`src/rtl/fe_lb_pkg.sv`:
```
package fe_lb_pkg;

    localparam int LB_DATA_W = 32;
    localparam int LB_OPC_W  = 8;

    localparam logic [LB_OPC_W-1:0] OPC_CTRL   = 8'hC4;
    localparam logic [LB_OPC_W-1:0] OPC_RDY    = 8'h14;
    localparam logic [LB_OPC_W-1:0] OPC_EOB    = 8'hB4;
    localparam logic [LB_OPC_W-1:0] OPC_BLKWR  = 8'hD4;
    localparam int                  RD_SEL_BIT = 8;

    typedef enum logic [2:0] {
        CMD_NONE,
        CMD_CTRLWR,
        CMD_STATRD,
        CMD_RDYRX,
        CMD_EOB,
        CMD_BLKWR
    } cmd_kind_e;

    typedef enum logic [2:0] {
        TX_IDLE,
        TX_REPLY,
        TX_DATA,
        TX_CLOSE,
        TX_GAP
    } tx_state_e;

    typedef struct packed {
        logic [LB_DATA_W-1:0] data;
        logic                 ten_n;
        logic                 ctl_n;
    } lb_word_t;

    function automatic cmd_kind_e decode_cmd(input logic [LB_DATA_W-1:0] w);
        cmd_kind_e k;
        case (w[LB_OPC_W-1:0])
            OPC_CTRL:  k = w[RD_SEL_BIT] ? CMD_STATRD : CMD_CTRLWR;
            OPC_RDY:   k = CMD_RDYRX;
            OPC_EOB:   k = CMD_EOB;
            OPC_BLKWR: k = CMD_BLKWR;
            default:   k = CMD_NONE;
        endcase
        return k;
    endfunction

endpackage

```
`src/rtl/fe_lb_turn.sv`:
```
module fe_lb_turn (
    input  logic clk,
    input  logic rst,
    input  logic bus_en_n,
    input  logic bus_dir,
    output logic own_now,
    output logic own_ok
);
    logic own_q;

    assign own_now = !bus_en_n && bus_dir;

    always_ff @(posedge clk) begin
        if (rst) own_q <= 1'b0;
        else     own_q <= own_now;
    end

    // drive only after one full cycle of ownership; release combinationally
    assign own_ok = own_now && own_q;
endmodule

```
`src/rtl/fe_lb_rx.sv`:
```
module fe_lb_rx
    import fe_lb_pkg::*;
#(
    parameter int DATA_W = LB_DATA_W
) (
    input  logic              clk,
    input  logic              rst,
    input  logic              bus_en_n,
    input  logic              bus_dir,
    input  logic [DATA_W-1:0] rx_data,
    input  logic              rx_ten_n,
    input  logic              rx_ctl_n,
    input  logic              dl_ready,
    output logic [DATA_W-1:0] ctrl_word,
    output logic              stat_req,
    output logic              readout_on,
    output logic [DATA_W-1:0] dl_data,
    output logic              dl_valid,
    output logic              busy_n
);
    logic      word_in;
    logic      is_cmd;
    logic      is_pay;
    cmd_kind_e kind;
    logic      blk_open;

    assign word_in = !bus_en_n && !bus_dir && !rx_ten_n;
    assign is_cmd  = word_in && !rx_ctl_n;
    assign is_pay  = word_in && rx_ctl_n;
    assign kind    = is_cmd ? decode_cmd(rx_data) : CMD_NONE;

    assign stat_req = (kind == CMD_STATRD);
    assign busy_n   = !(blk_open && !dl_ready);

    always_ff @(posedge clk) begin
        if (rst) begin
            ctrl_word  <= '0;
            readout_on <= 1'b0;
            blk_open   <= 1'b0;
            dl_valid   <= 1'b0;
            dl_data    <= '0;
        end else begin
            dl_valid <= is_pay && blk_open;
            if (is_pay && blk_open) dl_data <= rx_data;
            case (kind)
                CMD_CTRLWR: ctrl_word  <= rx_data;
                CMD_RDYRX:  readout_on <= 1'b1;
                CMD_BLKWR:  blk_open   <= 1'b1;
                CMD_EOB: begin
                    readout_on <= 1'b0;
                    blk_open   <= 1'b0;
                end
                default: ;
            endcase
        end
    end
endmodule

```
`src/rtl/fe_lb_tx.sv`:
```
module fe_lb_tx
    import fe_lb_pkg::*;
#(
    parameter int DATA_W     = LB_DATA_W,
    parameter int GAP_CYCLES = 16
) (
    input  logic              clk,
    input  logic              rst,
    input  logic              own_now,
    input  logic              own_ok,
    input  logic              link_full_n,
    input  logic              stat_req,
    input  logic              readout_on,
    input  logic [DATA_W-1:0] src_data,
    input  logic              src_valid,
    input  logic              src_last,
    input  logic [DATA_W-1:0] fe_status,
    output logic              src_pop,
    output logic [DATA_W-1:0] out_data,
    output logic              out_ten_n,
    output logic              out_ctl_n
);
    localparam int CNT_W = $clog2(GAP_CYCLES + 1);

    tx_state_e  state;
    logic       pend_stat;
    logic [CNT_W-1:0] gap_cnt;
    logic       present;
    logic       xfer;
    lb_word_t   wd;

    always_comb begin
        wd = '{data: '0, ten_n: 1'b1, ctl_n: 1'b1};
        case (state)
            TX_REPLY: wd = '{data: fe_status, ten_n: 1'b0, ctl_n: 1'b0};
            TX_CLOSE: wd = '{data: fe_status, ten_n: 1'b0, ctl_n: 1'b0};
            TX_DATA:  wd = '{data: src_data, ten_n: !src_valid, ctl_n: 1'b1};
            default:  ;
        endcase
    end

    assign present   = !wd.ten_n;
    assign xfer      = own_ok && link_full_n && present;
    assign src_pop   = (state == TX_DATA) && xfer;
    assign out_data  = wd.data;
    assign out_ten_n = wd.ten_n;
    assign out_ctl_n = wd.ctl_n;

    always_ff @(posedge clk) begin
        if (rst) begin
            state     <= TX_IDLE;
            pend_stat <= 1'b0;
            gap_cnt   <= '0;
        end else begin
            if (stat_req)                           pend_stat <= 1'b1;
            else if (state == TX_REPLY && xfer)     pend_stat <= 1'b0;
            case (state)
                TX_IDLE: begin
                    if (own_now && pend_stat)                   state <= TX_REPLY;
                    else if (own_now && readout_on && src_valid) state <= TX_DATA;
                end
                TX_REPLY: if (xfer) state <= TX_IDLE;
                TX_DATA:  if (xfer && src_last) state <= TX_CLOSE;
                TX_CLOSE: if (xfer) begin
                    state   <= TX_GAP;
                    gap_cnt <= CNT_W'(GAP_CYCLES - 1);
                end
                TX_GAP: begin
                    if (gap_cnt == '0) state <= TX_IDLE;
                    else               gap_cnt <= gap_cnt - 1'b1;
                end
                default: state <= TX_IDLE;
            endcase
        end
    end
endmodule

```
`src/rtl/fe_linkbus_ctrl.sv`:
```
module fe_linkbus_ctrl
    import fe_lb_pkg::*;
#(
    parameter int DATA_W     = LB_DATA_W,
    parameter int GAP_CYCLES = 16
) (
    input  logic              clk,
    input  logic              rst,
    input  logic              bus_en_n_i,
    input  logic              bus_dir_i,
    input  logic              link_full_n_i,
    output logic              busy_n_o,
    input  logic [DATA_W-1:0] lb_data_i,
    output logic [DATA_W-1:0] lb_data_o,
    output logic              lb_data_oe,
    input  logic              lb_ten_n_i,
    output logic              lb_ten_n_o,
    output logic              lb_ten_oe,
    input  logic              lb_ctl_n_i,
    output logic              lb_ctl_n_o,
    output logic              lb_ctl_oe,
    input  logic [DATA_W-1:0] src_data_i,
    input  logic              src_valid_i,
    input  logic              src_last_i,
    output logic              src_pop_o,
    input  logic [DATA_W-1:0] fe_status_i,
    output logic [DATA_W-1:0] ctrl_word_o,
    output logic [DATA_W-1:0] dl_data_o,
    output logic              dl_valid_o,
    input  logic              dl_ready_i
);
    logic own_now, own_ok, stat_req, readout_on;

    fe_lb_turn u_turn (
        .clk(clk), .rst(rst),
        .bus_en_n(bus_en_n_i), .bus_dir(bus_dir_i),
        .own_now(own_now), .own_ok(own_ok)
    );

    fe_lb_rx #(.DATA_W(DATA_W)) u_rx (
        .clk(clk), .rst(rst),
        .bus_en_n(bus_en_n_i), .bus_dir(bus_dir_i),
        .rx_data(lb_data_i), .rx_ten_n(lb_ten_n_i), .rx_ctl_n(lb_ctl_n_i),
        .dl_ready(dl_ready_i),
        .ctrl_word(ctrl_word_o), .stat_req(stat_req), .readout_on(readout_on),
        .dl_data(dl_data_o), .dl_valid(dl_valid_o), .busy_n(busy_n_o)
    );

    fe_lb_tx #(.DATA_W(DATA_W), .GAP_CYCLES(GAP_CYCLES)) u_tx (
        .clk(clk), .rst(rst),
        .own_now(own_now), .own_ok(own_ok),
        .link_full_n(link_full_n_i),
        .stat_req(stat_req), .readout_on(readout_on),
        .src_data(src_data_i), .src_valid(src_valid_i), .src_last(src_last_i),
        .fe_status(fe_status_i),
        .src_pop(src_pop_o),
        .out_data(lb_data_o), .out_ten_n(lb_ten_n_o), .out_ctl_n(lb_ctl_n_o)
    );

    assign lb_data_oe = own_ok;
    assign lb_ten_oe  = own_ok;
    assign lb_ctl_oe  = own_ok;
endmodule

```
`config.mk`:
```
export PLATFORM = sky130hd
export DESIGN_NAME = fe_linkbus_ctrl
export DESIGN_NICKNAME = d
export VERILOG_FILES = /design/src/rtl/fe_lb_pkg.sv /design/src/rtl/fe_lb_turn.sv /design/src/rtl/fe_lb_rx.sv /design/src/rtl/fe_lb_tx.sv /design/src/rtl/fe_linkbus_ctrl.sv
export SDC_FILE = /design/constraint.sdc
export NUM_CORES = 1
export LEC_CHECK = 0
export BUFFER_PORTS_ARGS = -buffer_cell sky130_fd_sc_hd__buf_4
export CAP_MARGIN = 15
export CORE_MARGIN = 10
export CORE_UTILIZATION = 40
export CTS_BUF_LIST = sky130_fd_sc_hd__clkbuf_8
export CTS_CLUSTER_SIZE = 12
export DETAILED_ROUTE_END_ITERATION = 10
export HOLD_SLACK_MARGIN = 0.15
export PLACE_DENSITY = 0.78
export SYNTH_ARGS = -nofsm -noshare
export SYNTH_HDL_FRONTEND = slang
export SYNTH_HIERARCHICAL = 1
export SYNTH_SLANG_ARGS = --single-unit
```
`constraint.sdc`:
```
create_clock -name clk -period 1.6 [get_ports clk]
set_input_delay 0.48 -clock clk [delete_from_list [all_inputs] [get_ports clk]]
set_output_delay 0.48 -clock clk [all_outputs]
set_load 0.1 [all_outputs]
```
==> impl_metrics.tcl <==
set metrics [dict create \
    diodes 0 \
    clock-sinks 77 \
    wl_mm 16.0 \
    ant_nets 0 \
    dieArea_um2 12700 \
    holdWs_ns 0.389 \
    r2r_end "u_tx/gap_cnt[1]" \
    p_leak_uw 0.00275 \
    fillCellCount 566 \
    synthTopCellsByArea "dfxtp_1, a21oi_1, a22o_1" \
    dr.pass1.iters 5 \
    async_flop_share 0 \
    nNetsFinal 728 \
    syn_to_final_growth_pct 89.4 \
    period_needed_ns 2.07 \
    r2r-start "u_tx/gap_cnt[0]" \
    crit_start "u_tx/state[0]" \
    violations "setup timing" \
    synth.distinct_cells 44 \
    track_usage 0.225 \
    synth_nets 506 \
    top_layer_used "met4" \
    multi_input_area_um2 2050 \
    yosysSeqAreaShare 0.450 \
    arrival_ns 1.59 \
    grt_pass1_wl_mm 23.2 \
    tightest_slew_ns 0.405 \
    place_congestion 0.798 \
    relSlewSlack 0.728 \
    max_freq_mhz 482 \
    ys_seq_elements 77 \
    dr_wl_met3_mm 1.36 \
    synthesis.instances 398 \
    htreeDepth 3 \
    synth_edf_count 0 \
    crit_path_end_kind "output pin" \
    core_um2 8260 \
    post-route-period-util 1.30 \
    met2_length_mm 8.47 \
    regArea_um2 1550 \
    status "finished with violations" \
    cts_tree "yes" \
    dp_hpwl_mm 10.3 \
    vias_per_cell 5.53 \
    power.density_nw_per_um2 786 \
    cp_data_required_time_ns 1.12 \
    yosys.area.top_type "dfxtp_1" \
    cts_buffers 9 \
    final_util 0.785 \
    worstPathMaxFanout 8 \
    finalHoldViolCount 0 \
    wl_per_cell_um 22.0 \
    hold_path_class "input pin to register" \
    ff2ff_setup_slack_ns 0.04 \
    fp.dieH_um 113 \
    synth.avg_cell_area_um2 8.60 \
    die_width_um 113 \
    yosysMostFrequentCell "dfxtp_1" \
    antenna_found_initial 0 \
    synth.top_cell.area_share 0.450 \
    initial_utilization 0.415 \
    port_buffers 209 \
    drive_gt1_frac 0.520 \
    rsz0062_at_grt "yes" \
    synth-main-ff-cell "dfxtp_1" \
    vias 4035 \
    startpoint_type "register" \
    fin_ws_ns -0.475 \
    maxCapViolations 0 \
    root_buffer "clkbuf_8" \
    finalClockSkew_ns 0.00523 \
    worst_ir_drop_vdd_mv 0.639 \
    r2r_cells 5 \
    cts_buffer_depth 2 \
    grt_pass1_vias 4067 \
    insertion_delay_ns 0.34 \
    ioPinCount 210 \
    grt_overflow 0 \
    route.layer.met1.wl_mm 5.71 \
    cp-endpoint "lb_data_o[8]" \
    drt_iter0_drc 172 \
    drv_slew 0 \
    grt_max_degree 51 \
    hold_path_depth 3 \
    rows 33 \
    synth_area_um2 3420 \
    yosys-top-cells-count "dfxtp_1, nand2_1, a21oi_1" \
    critPathKind "register to output pin" \
    clk_pin_slew_worst_paths_ns 0.08 \
    yosysWarningCount 6 \
    hold_buffers 0 \
    setup_viol 38 \
    drc 0 \
]
repair_timing:
item	in CTS	in global routing
setup endpoints to repair	39	45
pin swaps	2	5
resized for setup	120	13
cloned	1	4
setup buffers	4	4
final cells by class:
class | instances | area share
repair buffers | 245 | 0.389
multi-input cells | 280 | 0.316
flip-flops and latches | 77 | 0.239
well taps | 105 | 0.0203
clock buffers | 9 | 0.0191
clock inverters | 7 | 0.0114
inverters | 7 | 0.00502
placed cells by master, fill, tap and decap left out, types with 7 or more instances in the layout:
master    netlist  final
a21oi_1        61     60
a22o_4          0     32
buf_12          0     46
buf_4           4    186
buf_6           4      9
clkbuf_8        0      9
dfxtp_1        77     71
nand2_1        72     71
nand3_1        28     28
nor3b_1         7      7
o21ai_0        18     18
sequential cells by signal, indices dropped and copies added, names as in the netlist, 3 cells and up:
register        cells
u_tx/state          3
u_tx/gap_cnt        5
u_rx/ctrl_word     32
u_rx/dl_data       32
how the worst min path moves through the flow:
| stage | endpoint | startpoint | slack (ns) |
|---|---|---|---|
| after floorplan | u_tx/pend_stat | u_tx/pend_stat | 0.46 |
| after global placement | u_rx/dl_data[18] | u_rx/dl_data[18] | 0.44 |
| after detailed placement | u_rx/dl_data[7] | u_rx/dl_data[7] | 0.45 |
| after CTS | u_rx/dl_data[27] | lb_data_i[27] | 0.37 |
| after global routing | u_rx/dl_data[2] | lb_data_i[2] | 0.36 |
| final | u_rx/dl_data[27] | lb_data_i[27] | 0.39 |
per-stage QoR:
stage	cell area [µm²]	setup TNS, ns	power [µW]	cells	worst slack [ns]
5_1_grt	6480	-17.78	5270	730	-0.521
6_report	6480	-15.95	5100	730	-0.475
4_1_cts	6340	-14.41	5040	724	-0.418
3_3_place_gp	5590	-13.86	3300	703	-0.234
2_1_floorplan	3820	-7.45	2890	398	-0.523
3_5_place_dp	5590	-16.46	3320	703	-0.253
power by group:
part,internal [µW],switching (µW)
clock network,726,751
registers,1920,5.72
logic,723,975
routing by layer:
metal,vias to the layer above,global-route usage
met5,-,0
met4,0,0.0829
met3,31,0.0809
met2,220,0.411
met1,1907,0.231
li1,1877,-
cell families after synthesis:
logic type / synth area share
AO/OA/AOI/OAI: 0.265
AND/OR/NAND/NOR: 0.212
flip-flops: 0.450
buffers and inverters: 0.0607
XOR/XNOR: 0.00512
adder cells (fa/ha/maj): 0.00731
worst max-delay path, stage by stage (launching register included):
cell and delay (ns):
dfxtp_4 0.38, nor2b_4 0.26, buf_4 0.26, a22o_4 0.19
buf_12 0.17
Power figures use the tool's default switching activity.
